===== config.mk =====
export PLATFORM = sky130hd
export DESIGN_NAME = bpl_frame_rx
export DESIGN_NICKNAME = d
export VERILOG_FILES = /design/src/rtl/bpl_pkg.sv /design/src/rtl/bpl_link_sync.sv /design/src/rtl/bpl_frame_parser.sv /design/src/rtl/bpl_dual_buf.sv /design/src/rtl/bpl_frame_rx.sv
export SDC_FILE = /design/constraint.sdc
export NUM_CORES = 1
export LEC_CHECK = 0
export BUFFER_PORTS_ARGS = -buffer_cell sky130_fd_sc_hd__buf_2
export CORE_MARGIN = 1.5
export CORE_UTILIZATION = 50
export CTS_BUF_LIST = sky130_fd_sc_hd__clkbuf_2
export CTS_CLUSTER_DIAMETER = 100
export DETAILED_ROUTE_END_ITERATION = 8
export GPL_TIMING_DRIVEN = 0
export PLACE_DENSITY = 0.66
export SETUP_SLACK_MARGIN = 0.4
export SLEW_MARGIN = 10
export SYNTH_ARGS = -nofsm -noshare
export SYNTH_HDL_FRONTEND = slang
export SYNTH_SLANG_ARGS = --single-unit

===== constraint.sdc =====
create_clock -name clk -period 3.05 [get_ports clk]
set_clock_uncertainty 0.2 [all_clocks]
set_input_delay 0.4575 -clock clk [delete_from_list [all_inputs] [get_ports clk]]
set_output_delay 0.4575 -clock clk [all_outputs]
set_load 0.02 [all_outputs]

===== src/rtl/bpl_pkg.sv =====
package bpl_pkg;
  typedef enum logic [2:0] {
    PS_IDLE,
    PS_CLASS,
    PS_LEN,
    PS_DATA,
    PS_SUM,
    PS_DONE,
    PS_BAD
  } parse_st_t;

  localparam logic [7:0] CLASS_CYC = 8'h01;
  localparam logic [7:0] CLASS_ACY = 8'h02;
endpackage


===== src/rtl/bpl_link_sync.sv =====
module bpl_link_sync #(
  parameter int STAGES = 2
) (
  input  logic clk,
  input  logic rst_n,
  input  logic sclk_in,
  input  logic ssel_n_in,
  input  logic mosi_in,
  output logic sclk_rise,
  output logic ssel_fall,
  output logic ssel_rise,
  output logic sel_act,
  output logic mosi_s
);
  localparam int NSIG = 3;
  localparam logic [NSIG-1:0] IDLE_LVL = 3'b010; // sclk 0, ssel_n 1, mosi 0

  logic [NSIG-1:0] raw;
  logic [NSIG-1:0] chain [STAGES];
  logic [NSIG-1:0] last;

  assign raw = {mosi_in, ssel_n_in, sclk_in};

  generate
    for (genvar s = 0; s < STAGES; s++) begin : g_stage
      always_ff @(posedge clk or negedge rst_n) begin
        if (!rst_n) chain[s] <= IDLE_LVL;
        else if (s == 0) chain[s] <= raw;
        else chain[s] <= chain[(s == 0) ? 0 : s-1];
      end
    end
  endgenerate

  always_ff @(posedge clk or negedge rst_n) begin
    if (!rst_n) last <= IDLE_LVL;
    else last <= chain[STAGES-1];
  end

  assign sclk_rise = chain[STAGES-1][0] & ~last[0];
  assign ssel_fall = ~chain[STAGES-1][1] & last[1];
  assign ssel_rise = chain[STAGES-1][1] & ~last[1];
  assign sel_act   = ~chain[STAGES-1][1];
  assign mosi_s    = chain[STAGES-1][2];

  // clock ratio gives isolated single-cycle edge pulses
  sclk_pulse_chk: assert property (@(posedge clk) disable iff (!rst_n)
    sclk_rise |=> !sclk_rise);
endmodule


===== src/rtl/bpl_frame_parser.sv =====
module bpl_frame_parser
  import bpl_pkg::*;
#(
  parameter int MAX_LEN = 16
) (
  input  logic clk,
  input  logic rst_n,
  input  logic sclk_rise,
  input  logic ssel_fall,
  input  logic ssel_rise,
  input  logic sel_act,
  input  logic mosi_s,
  output logic [MAX_LEN-1:0][7:0] stage,
  output logic [$clog2(MAX_LEN+1)-1:0] frm_len,
  output logic cyc_load,
  output logic acy_load,
  output logic err_inc
);
  localparam int LEN_W = $clog2(MAX_LEN+1);
  localparam int IDX_W = $clog2(MAX_LEN);

  parse_st_t  st;
  logic [2:0] bitc;
  logic [6:0] shreg;
  logic [7:0] sum;
  logic [IDX_W-1:0] idx;
  logic       is_acy;
  logic       sum_ok;
  logic       got_bits;
  logic [7:0] nbyte;
  logic       byte_done;

  assign nbyte     = {shreg, mosi_s};
  assign byte_done = sclk_rise && sel_act && (st != PS_IDLE) && (bitc == 3'd7);

  always_ff @(posedge clk or negedge rst_n) begin
    if (!rst_n) begin
      st       <= PS_IDLE;
      bitc     <= '0;
      shreg    <= '0;
      sum      <= '0;
      idx      <= '0;
      is_acy   <= 1'b0;
      sum_ok   <= 1'b0;
      got_bits <= 1'b0;
      frm_len  <= '0;
      stage    <= '0;
    end else if (ssel_fall) begin
      st       <= PS_CLASS;
      bitc     <= '0;
      sum      <= '0;
      idx      <= '0;
      sum_ok   <= 1'b0;
      got_bits <= 1'b0;
      stage    <= '0;
    end else if (ssel_rise) begin
      st <= PS_IDLE;
    end else if (sclk_rise && sel_act && st != PS_IDLE) begin
      got_bits <= 1'b1;
      shreg    <= nbyte[6:0];
      bitc     <= bitc + 3'd1;
      if (byte_done) begin
        unique case (st)
          PS_CLASS: begin
            if (nbyte == CLASS_CYC || nbyte == CLASS_ACY) begin
              is_acy <= (nbyte == CLASS_ACY);
              st     <= PS_LEN;
            end else st <= PS_BAD;
          end
          PS_LEN: begin
            if (nbyte >= 8'd1 && nbyte <= 8'(MAX_LEN)) begin
              frm_len <= nbyte[LEN_W-1:0];
              st      <= PS_DATA;
            end else st <= PS_BAD;
          end
          PS_DATA: begin
            stage[idx] <= nbyte;
            sum        <= sum + nbyte;
            idx        <= idx + 1'b1;
            if (LEN_W'(idx) + LEN_W'(1) == frm_len) st <= PS_SUM;
          end
          PS_SUM: begin
            sum_ok <= (nbyte == sum);
            st     <= PS_DONE;
          end
          PS_DONE: st <= PS_BAD;
          default: st <= PS_BAD;
        endcase
      end
    end
  end

  logic good;
  assign good = ssel_rise && (st == PS_DONE) && sum_ok && (bitc == 3'd0);

  always_ff @(posedge clk or negedge rst_n) begin
    if (!rst_n) begin
      cyc_load <= 1'b0;
      acy_load <= 1'b0;
      err_inc  <= 1'b0;
    end else begin
      cyc_load <= good && !is_acy;
      acy_load <= good && is_acy;
      err_inc  <= ssel_rise && (st != PS_IDLE) && !good && got_bits;
    end
  end

  // a frame ends as exactly one of accepted-cyclic, accepted-acyclic or discarded
  one_outcome_chk: assert property (@(posedge clk) disable iff (!rst_n)
    $onehot0({cyc_load, acy_load, err_inc}));

  // commit only follows a select release
  load_after_rel_chk: assert property (@(posedge clk) disable iff (!rst_n)
    (cyc_load || acy_load) |-> $past(ssel_rise));
endmodule


===== src/rtl/bpl_dual_buf.sv =====
module bpl_dual_buf #(
  parameter int MAX_LEN = 16
) (
  input  logic clk,
  input  logic rst_n,
  input  logic [MAX_LEN-1:0][7:0] stage,
  input  logic [$clog2(MAX_LEN+1)-1:0] frm_len,
  input  logic cyc_load,
  input  logic acy_load,
  input  logic acy_ack,
  input  logic rd_sel,
  input  logic [$clog2(MAX_LEN)-1:0] rd_addr,
  output logic [7:0] rd_data,
  output logic [$clog2(MAX_LEN+1)-1:0] cyc_len,
  output logic [$clog2(MAX_LEN+1)-1:0] acy_len,
  output logic acy_full,
  output logic acy_ovr
);
  logic [MAX_LEN-1:0][7:0] cyc_mem;
  logic [MAX_LEN-1:0][7:0] acy_mem;
  logic free_now;

  assign free_now = !acy_full || acy_ack;

  always_ff @(posedge clk or negedge rst_n) begin
    if (!rst_n) begin
      cyc_mem <= '0;
      cyc_len <= '0;
    end else if (cyc_load) begin
      cyc_mem <= stage;
      cyc_len <= frm_len;
    end
  end

  always_ff @(posedge clk or negedge rst_n) begin
    if (!rst_n) begin
      acy_mem  <= '0;
      acy_len  <= '0;
      acy_full <= 1'b0;
      acy_ovr  <= 1'b0;
    end else begin
      if (acy_ack) begin
        acy_full <= 1'b0;
        acy_ovr  <= 1'b0;
      end
      if (acy_load && free_now) begin
        acy_mem  <= stage;
        acy_len  <= frm_len;
        acy_full <= 1'b1;
      end else if (acy_load) begin
        acy_ovr <= 1'b1;
      end
    end
  end

  assign rd_data = rd_sel ? acy_mem[rd_addr] : cyc_mem[rd_addr];

  // cyclic content moves only on a commit
  cyc_hold_chk: assert property (@(posedge clk) disable iff (!rst_n)
    !cyc_load |=> $stable(cyc_mem) && $stable(cyc_len));


  acy_protect_chk: assert property (@(posedge clk) disable iff (!rst_n)
    (acy_full && !acy_ack) |=> $stable(acy_mem) && $stable(acy_len) && acy_full);


  ovr_cause_chk: assert property (@(posedge clk) disable iff (!rst_n)
    $rose(acy_ovr) |-> $past(acy_load && acy_full));


  ack_clear_chk: assert property (@(posedge clk) disable iff (!rst_n)
    (acy_ack && !acy_load) |=> !acy_full && !acy_ovr);
endmodule


===== src/rtl/bpl_frame_rx.sv =====
module bpl_frame_rx #(
  parameter int MAX_LEN = 16,
  parameter int ERR_W   = 8
) (
  input  logic clk,
  input  logic rst_n,
  input  logic link_sclk,
  input  logic link_ssel_n,
  input  logic link_mosi,
  input  logic rd_sel,
  input  logic [$clog2(MAX_LEN)-1:0] rd_addr,
  output logic [7:0] rd_data,
  output logic [$clog2(MAX_LEN+1)-1:0] cyc_len,
  output logic [$clog2(MAX_LEN+1)-1:0] acy_len,
  output logic acy_irq,
  output logic acy_ovr,
  input  logic acy_ack,
  output logic [ERR_W-1:0] err_cnt
);
  localparam int LEN_W = $clog2(MAX_LEN+1);
  localparam logic [ERR_W-1:0] ERR_MAX = '1;

  logic sclk_rise, ssel_fall, ssel_rise, sel_act, mosi_s;
  logic [MAX_LEN-1:0][7:0] stage;
  logic [LEN_W-1:0] frm_len;
  logic cyc_load, acy_load, err_inc;

  bpl_link_sync #(.STAGES(2)) u_sync (
    .clk(clk), .rst_n(rst_n),
    .sclk_in(link_sclk), .ssel_n_in(link_ssel_n), .mosi_in(link_mosi),
    .sclk_rise(sclk_rise), .ssel_fall(ssel_fall), .ssel_rise(ssel_rise),
    .sel_act(sel_act), .mosi_s(mosi_s)
  );

  bpl_frame_parser #(.MAX_LEN(MAX_LEN)) u_parse (
    .clk(clk), .rst_n(rst_n),
    .sclk_rise(sclk_rise), .ssel_fall(ssel_fall), .ssel_rise(ssel_rise),
    .sel_act(sel_act), .mosi_s(mosi_s),
    .stage(stage), .frm_len(frm_len),
    .cyc_load(cyc_load), .acy_load(acy_load), .err_inc(err_inc)
  );

  bpl_dual_buf #(.MAX_LEN(MAX_LEN)) u_buf (
    .clk(clk), .rst_n(rst_n),
    .stage(stage), .frm_len(frm_len),
    .cyc_load(cyc_load), .acy_load(acy_load), .acy_ack(acy_ack),
    .rd_sel(rd_sel), .rd_addr(rd_addr), .rd_data(rd_data),
    .cyc_len(cyc_len), .acy_len(acy_len),
    .acy_full(acy_irq), .acy_ovr(acy_ovr)
  );

  always_ff @(posedge clk or negedge rst_n) begin
    if (!rst_n) err_cnt <= '0;
    else if (err_inc && err_cnt != ERR_MAX) err_cnt <= err_cnt + 1'b1;
  end


  err_sat_chk: assert property (@(posedge clk) disable iff (!rst_n)
    (err_cnt == ERR_MAX) |=> (err_cnt == ERR_MAX));


  err_step_chk: assert property (@(posedge clk) disable iff (!rst_n)
    (err_cnt != $past(err_cnt)) |-> (err_cnt == $past(err_cnt) + 1'b1));
endmodule


==> out/results.md, run 1 <==
| Parameter | Value |
| --- | --- |
| Post-synthesis register bit count | 448 |
| Post-DP HPWL | 32,500 µm |
| Power density cells | 555 nW/µm² |
| Die Outline Area | 39,500 µm² |
| Warnings from Yosys | 0 |
| Placement-stage cell area | 20,300 µm² |
| Cell area after synthesis | 19,200 µm² |
| Library cell contributing the largest single delay on the critical path | sky130_fd_sc_hd__mux4_2 |
| Nets in the synthesized netlist | 1,391 |
| Met3 track utilization from global routing | 4.54% |
| Num CTS Buffers | 113 |
| Routed vias | 12,200 |
| Cell seen most often among critical-path stages | sky130_fd_sc_hd__mux4_2 |
| Failing checks | negative setup slack |
| Setup-violating endpoint count in the final report | 8 |
| Final critical-path setup slack | -0.565 ns |
| Mean Syn Cell Area | 14.1 µm² |
| Cell-by-cell listing of the critical path | mux4_2, mux4_2, mux2_4, buf_6 |
| Wirelength, routed | 50,500 µm |
| Initial antenna violation count | 2 |
| Number of unique standard cell types used by synthesis | 44 |
| Required time at the endpoint of the critical path | 2.39 ns |
| Combined flip-flop and latch cell area | 11,200 µm² |
| Type of the worst setup path | reg2out |
| Outcome | finished with violations |
| Vias per cell | 5.74 |
| Global placer's final weighted congestion | 0.832 |
| Initial detailed-routing violation count | 767 |
| Multi-input combinational cell area | 7690 µm² |
| Core area | 37,700 µm² |
| Final max-slew violation count | 0 |
| Hold WC Path Type | reg2reg |
| Gr busiest metal | met2 |
| Synth-to-layout area growth | 13.7% |
| Number of instances in the synthesized netlist | 1,361 |
| Highest clock rate | 277 MHz |
| Detailed Routing Iterations Pass 1 | 5 |
| Worst path buffer plus inverter count | 1 |
| Clock tree from TritonCTS | yes |
| Unrepaired setup endpoints after global routing | yes |
| GR Util met1 | 35.4% |
| CTS Root Buffer Type | sky130_fd_sc_hd__clkbuf_2 |
| Number of enable flip-flop cells after synthesis | 0 |
| Share of synthesized registers carrying an async set or reset | 100% |
| Startpoint types | flop |
| I/O pin total | 39 |
| H-tree levels | 3 |
| Met2 routing resource usage after global routing | 42.8% |
| Hold Violations, Final | 0 |
| Average wire length per cell after detail routing | 23.7 µm |
| Die width | 199 µm |
| Antenna Violating Nets Remaining | 0 |
| Final design instance area without fill | 21,800 µm² |
| Clock Sinks | 448 |
| Worst Path Max Fanout | 2 |
| Final period demand of the worst path | 3.62 ns |
| Pin count of the biggest net entering global routing | 111 |
| DIE HEIGHT | 199 µm |
| Total track usage | 26.3% |
| VDD IR max | 0.336 mV |
| Worst path max stage delay | 0.58 ns |
| Port bufs | 33 |
| Data arrival time of the critical path | 2.96 ns |
| Vias in the first global route | 12,600 |
| Congestion Overflow GR | 0 |
| Maximum capacitance violations | 0 |
| Number of buffers on the longest clock path | 3 |
| Leakage dissipation | 10.7 nW |
| Crit share post-route | 119% |
| Most used flip-flop cell after synthesis | sky130_fd_sc_hd__dfrtp_1 |
| Slew margin rel. | 35.9% |
| Slew @ Worst Pin | 0.961 ns |
| Initial Utilization | 50.9% |
| Clock latency of the later-clocked register in the worst-skew pair | 1.07 ns |
| Wire length of the first global-routing pass | 75,800 µm |
| Clock edge transition at the registers on the reported setup and hold paths | 0.11 ns |
| Final layout net count | 1,567 |
| Layout cell share with drive strength beyond 1 | 41.7% |
| Utilization after layout | 57.9% |
| Cell family with most CP delay | multiplexers |
| Number of cell rows | 71 |
| Portion of the post-synthesis area used by sequential elements | 58.5% |
| CP Capture Type | primary output |
| Final routed DRC violation total | 0 |
| Fill cells | 3,166 |
| WHS | 0.158 ns |
==> report_power, final <==
part	switching (W)	internal, W
combinational	0.00101	0.000578
sequential	0.000305	0.00622
clock	0.00243	0.00157
==> layer usage <==
layer  up-vias  share of wire, %
li1       5324                 -
met1      6442                43
met2       372                48
met3       105               5.2
met4         0               3.4
met5         -                 0
==> kinds of logic (layout without fill, tap and decap cells) <==
kind of cell	after synthesis	in the layout	synth area share, %
AO/OA/AOI/OAI	186	186	5.37
buffers and inverters	79	338	1.98
XOR/XNOR	22	22	1.00
multiplexers	369	369	26.4
AND/OR/NAND/NOR	238	238	5.52
adder cells (fa/ha/maj)	19	19	1.28
flip-flops	448	448	58.5
other	0	2	0
==> registers in the layout, summed over array words and instances, names as in the netlist, 2 cells and up <==
name / count
u_buf.acy_len: 5
u_parse.stage: 128
u_parse.st: 3
u_sync.last: 2
err_cnt: 8
u_parse.shreg: 7
u_sync.chain: 5
u_buf.cyc_len: 5
u_buf.acy_mem: 128
u_parse.frm_len: 5
u_parse.idx: 4
u_buf.cyc_mem: 128
u_parse.sum: 8
u_parse.bitc: 3
==> timing repair <==
action / CTS / global route
pin swaps: 1 / 4
gates cloned: 0 / 5
setup endpoints to repair: 281 / 161
resized for setup: 41 / 41
setup buffers: 4 / 5
hold buffers: 10 / 0
hold endpoints to repair: 366 / 0
==> synthesized netlist by cell type (all sizes together), types with 2 or more instances <==
| cell type | instances | area share [%] |
|---|---|---|
| buf | 31 | 1.0 |
| nor3 | 7 | 0.18 |
| clkbuf | 36 | 0.70 |
| nand3 | 15 | 0.39 |
| mux2 | 288 | 17 |
| inv | 11 | 0.22 |
| o21ai | 143 | 3.8 |
| xnor2 | 14 | 0.64 |
| o21a | 3 | 0.12 |
| a21o | 18 | 0.70 |
| dfstp | 3 | 0.41 |
| nand2 | 178 | 3.8 |
| nor4 | 5 | 0.16 |
| ha | 18 | 1.2 |
| a21oi | 8 | 0.21 |
| nand2b | 4 | 0.13 |
| a211oi | 3 | 0.12 |
| o31a | 2 | 0.091 |
| nor2b | 3 | 0.098 |
| o22ai | 3 | 0.098 |
| o31ai | 3 | 0.12 |
| xor2 | 8 | 0.37 |
| dfrtp | 445 | 58 |
| nor2 | 16 | 0.40 |
| mux4 | 80 | 9.4 |
| nand4 | 4 | 0.13 |
==> through the flow <==
step / cells / total power [W] / setup slack (ns) / TNS [ns]
global route: 2133 / 0.0127 / -0.675 / -5.17
floorplan: 1361 / 0.00751 / 0.399 / 0
detailed placement: 1909 / 0.00811 / -0.198 / -2.76
finish: 2133 / 0.0121 / -0.565 / -4.26
CTS: 2121 / 0.0121 / -0.643 / -4.84
global placement: 1905 / 0.00805 / -7.56 / -3352.05
==> layout by cell type (no fill, tap or decap), types with 5 or more instances in the layout <==
cell type / netlist / layout
sky130_fd_sc_hd__a21o_1: 18 / 11
sky130_fd_sc_hd__a21o_2: 0 / 6
sky130_fd_sc_hd__a21oi_1: 8 / 8
sky130_fd_sc_hd__buf_1: 10 / 9
sky130_fd_sc_hd__buf_12: 0 / 14
sky130_fd_sc_hd__buf_2: 12 / 28
sky130_fd_sc_hd__buf_4: 0 / 8
sky130_fd_sc_hd__buf_6: 9 / 11
sky130_fd_sc_hd__clkbuf_1: 36 / 10
sky130_fd_sc_hd__clkbuf_16: 0 / 5
sky130_fd_sc_hd__clkbuf_2: 0 / 190
sky130_fd_sc_hd__clkbuf_4: 0 / 7
sky130_fd_sc_hd__clkinv_1: 1 / 18
sky130_fd_sc_hd__dfrtp_1: 445 / 445
sky130_fd_sc_hd__dlygate4sd3_1: 0 / 10
sky130_fd_sc_hd__ha_1: 18 / 18
sky130_fd_sc_hd__inv_1: 11 / 11
sky130_fd_sc_hd__mux2_2: 288 / 280
sky130_fd_sc_hd__mux2_4: 0 / 8
sky130_fd_sc_hd__mux4_2: 80 / 80
sky130_fd_sc_hd__nand2_1: 170 / 169
sky130_fd_sc_hd__nand2_8: 0 / 5
sky130_fd_sc_hd__nand3_1: 15 / 14
sky130_fd_sc_hd__nor2_1: 15 / 15
sky130_fd_sc_hd__nor3_1: 7 / 7
sky130_fd_sc_hd__nor4_1: 5 / 5
sky130_fd_sc_hd__o21ai_0: 63 / 63
sky130_fd_sc_hd__o21ai_1: 78 / 76
sky130_fd_sc_hd__xnor2_1: 14 / 14
sky130_fd_sc_hd__xor2_1: 8 / 8
==> worst register-to-register path, stage by stage, from the launching register on <==
cell and delay, ns:
sky130_fd_sc_hd__dfrtp_1 0.35, sky130_fd_sc_hd__clkbuf_1 0.47, sky130_fd_sc_hd__nor2b_1 0.33, sky130_fd_sc_hd__nand2_1 0.37
sky130_fd_sc_hd__a21o_1 0.46, sky130_fd_sc_hd__nand2_1 0.14, sky130_fd_sc_hd__o21ai_0 0.09
==> path summary, 6_finish.rpt <==
kind | startpoint | end | slack (ns) | cells after the start
max | u_buf.cyc_mem[17] | rd_data[1] | -0.57 | 4
max in group asynchronous | rst_n | u_buf.acy_mem[33] | 0.91 | 5
min in group asynchronous | rst_n | u_parse.stage[98] | 0.31 | 3
max reg2reg | u_parse.idx[2] | u_parse.stage[52] | 0.47 | 6
min | u_sync.chain[5] | u_sync.mosi_s | 0.16 | 0
min reg2reg | u_sync.chain[5] | u_sync.mosi_s | 0.16 | 0
==> layout make-up <==
cell class | instances | area share, %
flip-flops and latches | 448 | 51.4
multi-input cells | 834 | 35.3
clock buffers | 171 | 3.93
repair buffers | 61 | 3.00
well taps | 511 | 2.93
plain buffers | 67 | 2.53
clock inverters | 27 | 0.631
inverters | 12 | 0.241
diodes | 2 | 0.0230
No activity file was read; power rests on OpenSTA's default activity.
==> run 2, diff against run 1 <==
--- a/config.mk
+++ b/config.mk
@@ -8,7 +8,6 @@
 export BUFFER_PORTS_ARGS = -buffer_cell sky130_fd_sc_hd__buf_2
 export CORE_MARGIN = 1.5
 export CORE_UTILIZATION = 50
-export CTS_BUF_LIST = sky130_fd_sc_hd__clkbuf_2
 export CTS_CLUSTER_DIAMETER = 100
 export DETAILED_ROUTE_END_ITERATION = 8
 export GPL_TIMING_DRIVEN = 0
==> out/results.md, run 2 (synthesis gave the netlist of run 1 again) <==
| Parameter | Value | Change |
| --- | --- | --- |
| WHS | 0.152 ns | was 0.158 ns |
| DIE HEIGHT | 199 µm | unchanged |
| Required time at the endpoint of the critical path | 2.39 ns | about the same |
| Final period demand of the worst path | 3.14 ns | was 3.62 ns |
| Placement-stage cell area | 20,300 µm² | unchanged |
| Synth-to-layout area growth | 15.4% | was 13.7% |
| Internal cell power | 0.00989 W | was 0.00836 W |
| Port bufs | 33 | unchanged |
| Average wire length per cell after detail routing | 24.9 µm | was 23.7 µm |
| CP Capture Type | primary output | unchanged |
| Vias per cell | 5.88 | was 5.74 |
| R2R Setup Slk | 0.49 ns | was 0.47 ns |
| FF-to-FF End | u_parse.stage[72] | was u_parse.stage[52] |
| Clock latency of the later-clocked register in the worst-skew pair | 0.59 ns | was 1.07 ns |
| Initial detailed-routing violation count | 827 | was 767 |
| Number of cell rows | 71 | unchanged |
| Clock tree from TritonCTS | yes | unchanged |
| Congestion Overflow GR | 0 | unchanged |
| R2R depth | 9 | was 6 |
| Slew @ Worst Pin | 0.895 ns | was 0.961 ns |
| Die Outline Area | 39,500 µm² | unchanged |
| Final routed DRC violation total | 0 | unchanged |
| Core area | 37,700 µm² | unchanged |
| Power dissipated by switching net loads | 0.00364 W | was 0.00374 W |
| I/O pin total | 39 | unchanged |
| Leakage dissipation | 10.6 nW | was 10.7 nW |
| Total track usage | 26.1% | was 26.3% |
| Reg2Reg Launch Point | u_sync.chain[1] | was u_parse.idx[2] |
| Final design instance area without fill | 22,100 µm² | was 21,800 µm² |
| Crit share post-route | 103% | was 119% |
| Number of buffers on the longest clock path | 3 | unchanged |
| Num CTS Buffers | 47 | was 113 |
| Layout cell share with drive strength beyond 1 | 37.4% | was 41.7% |
| N_diodes | 0 | was 2 |
| Type of the worst setup path | reg2out | unchanged |
| Clock edge transition at the registers on the reported setup and hold paths | 0.06 ns | was 0.11 ns |
| VDD IR max | 0.401 mV | was 0.336 mV |
| Pre-CTS WS | -0.198 ns | unchanged |
| Die width | 199 µm | unchanged |
| Regs by FF count | u_buf.acy_mem x128, u_buf.cyc_mem x128, u_parse.stage x128 | unchanged |
| Most frequent standard cell in the layout excluding fill and tap cells | sky130_fd_sc_hd__dfrtp_1 | unchanged |
| Clock network power share | 40.1% | was 33.1% |
| Setup-violating endpoint count in the final report | 7 | was 8 |
| Combinational group share of total power | 11.7% | was 13.1% |
| Vias in the first global route | 12,200 | was 12,600 |
| Highest-count cells in the layout ignoring fill and taps | sky130_fd_sc_hd__dfrtp_1, sky130_fd_sc_hd__mux2_2, sky130_fd_sc_hd__nand2_1 | was sky130_fd_sc_hd__dfrtp_1, sky130_fd_sc_hd__mux2_2, sky130_fd_sc_hd__clkbuf_2 |
| Startpoint types | flop | unchanged |
| Unrepaired setup endpoints after global routing | yes | unchanged |
| Maximum capacitance violations | 0 | unchanged |
| Routed vias | 11,800 | was 12,200 |
| Wirelength, routed | 50,100 µm | was 50,500 µm |
| Number of cells traversed by the worst hold path | 0 | unchanged |
| Global placer's final weighted congestion | 0.832 | unchanged |
| Share of power burned in registers | 48.3% | was 53.9% |
| Outcome | finished with violations | unchanged |
| Hold Violations, Final | 0 | unchanged |
| Utilization after layout | 58.7% | was 57.9% |
| Final layout net count | 1,494 | was 1,567 |
| Failing checks | negative setup slack | unchanged |
| Hold WC Path Type | reg2reg | unchanged |
| Detailed Routing Iterations Pass 1 | 7 | was 5 |
| Switching part of the total power | 26.9% | was 30.9% |
| Data arrival time of the critical path | 2.48 ns | was 2.96 ns |
| Antenna Violating Nets Remaining | 0 | unchanged |
| Initial antenna violation count | 0 | was 2 |
| Post-DP HPWL | 32,500 µm | unchanged |
| Clock Sinks | 448 | unchanged |
| Slew margin rel. | 40.3% | was 35.9% |
| Launch point of the worst hold path | u_sync.chain[5] | unchanged |
| Wire length of the first global-routing pass | 75,100 µm | was 75,800 µm |
| Power density cells | 611 nW/µm² | was 555 nW/µm² |
| Worst Path Max Fanout | 2 | unchanged |
| CTS Root Buffer Type | sky130_fd_sc_hd__clkbuf_16 | was sky130_fd_sc_hd__clkbuf_2 |
| Final max-slew violation count | 0 | unchanged |
| Initial Utilization | 50.9% | unchanged |
| Hold Path End | u_sync.mosi_s | unchanged |
| Pin count of the biggest net entering global routing | 111 | unchanged |
| Highest clock rate | 319 MHz | was 277 MHz |
| H-tree levels | 2 | was 3 |
| Final critical-path setup slack | -0.0854 ns | was -0.565 ns |
-- run 2: cell count changes in the layout (fill, tap and decap cells not counted), moves of 3 or more --
cell                            before  now
sky130_fd_sc_hd__inv_2               3    0
sky130_fd_sc_hd__clkbuf_4            7    2
sky130_fd_sc_hd__clkinv_1           18    0
sky130_fd_sc_hd__dlygate4sd3_1      10    5
sky130_fd_sc_hd__clkbuf_1           10   28
sky130_fd_sc_hd__buf_6              11   15
sky130_fd_sc_hd__clkbuf_2          190   19
sky130_fd_sc_hd__clkbuf_16           5   50
sky130_fd_sc_hd__clkbuf_8            0   16
-- run 2: how the worst max path moves through the flow --
stage	from	end	slack [ns]	depth (start not counted)
CTS	u_buf.acy_mem[98]	rd_data[2]	-0.12	4
global route	u_buf.acy_mem[122]	rd_data[2]	-0.12	4
finish	u_buf.cyc_mem[49]	rd_data[1]	-0.09	4
global placement	rst_n	u_buf.cyc_mem[51]	-7.56	1
floorplan	rd_addr[0]	rd_data[0]	0.40	5
detailed placement	rd_addr[1]	rd_data[2]	-0.20	6
-- run 2: cell type report --
type,count,area [µm²]
multi-input cells,834,7670
fillers,3026,15500
flip-flops and latches,448,11200
repair buffers,54,553
plain buffers,67,563
clock buffers,75,1380
inverters,12,50.0
clock inverters,9,55.1
well taps,511,639
-- run 2: layer usage --
| layer | global-route usage [%] | vias to the layer above | share of wire, % |
|---|---|---|---|
| met1 | 35.7 | 6292 | 44 |
| met5 | 0 | - | 0 |
| met3 | 3.87 | 104 | 4.9 |
| met4 | 9.74 | 0 | 3.5 |
| li1 | - | 5113 | - |
| met2 | 42.5 | 301 | 48 |
-- run 2: critical path, stage by stage, from the launching register on --
cell	delay [ns]
sky130_fd_sc_hd__dfrtp_1	0.39
sky130_fd_sc_hd__mux4_2	0.49
sky130_fd_sc_hd__mux4_2	0.58
sky130_fd_sc_hd__mux2_4	0.31
sky130_fd_sc_hd__buf_6	0.13
-- run 2: power groups by stage --
| stage | Clock, W | Combinational, W | Sequential [W] |
|---|---|---|---|
| after floorplan | 0 | 0.000944 | 0.00657 |
| after global placement | 0 | 0.00144 | 0.00661 |
| after detailed placement | 0 | 0.00150 | 0.00662 |
| after CTS | 0.00552 | 0.00153 | 0.00651 |
| after global routing | 0.00576 | 0.00173 | 0.00657 |
| final | 0.00542 | 0.00158 | 0.00653 |
-- run 2: through the flow --
step	instances	total power, W	TNS, ns
3_3_place_gp	1905	0.00805	-3352.05
6_report	2010	0.0135	-0.369
3_5_place_dp	1909	0.00811	-2.76
2_1_floorplan	1361	0.00751	0
5_1_grt	2010	0.0141	-0.647
4_1_cts	2002	0.0136	-0.568
-- run 2: what timing repair did --
item                       CTS  global route
hold buffers                 5             0
resized for setup           51            20
pin swaps                    1             1
gates cloned                 0             3
setup endpoints to repair  274           167
hold endpoints to repair    74             0
setup buffers                4             5
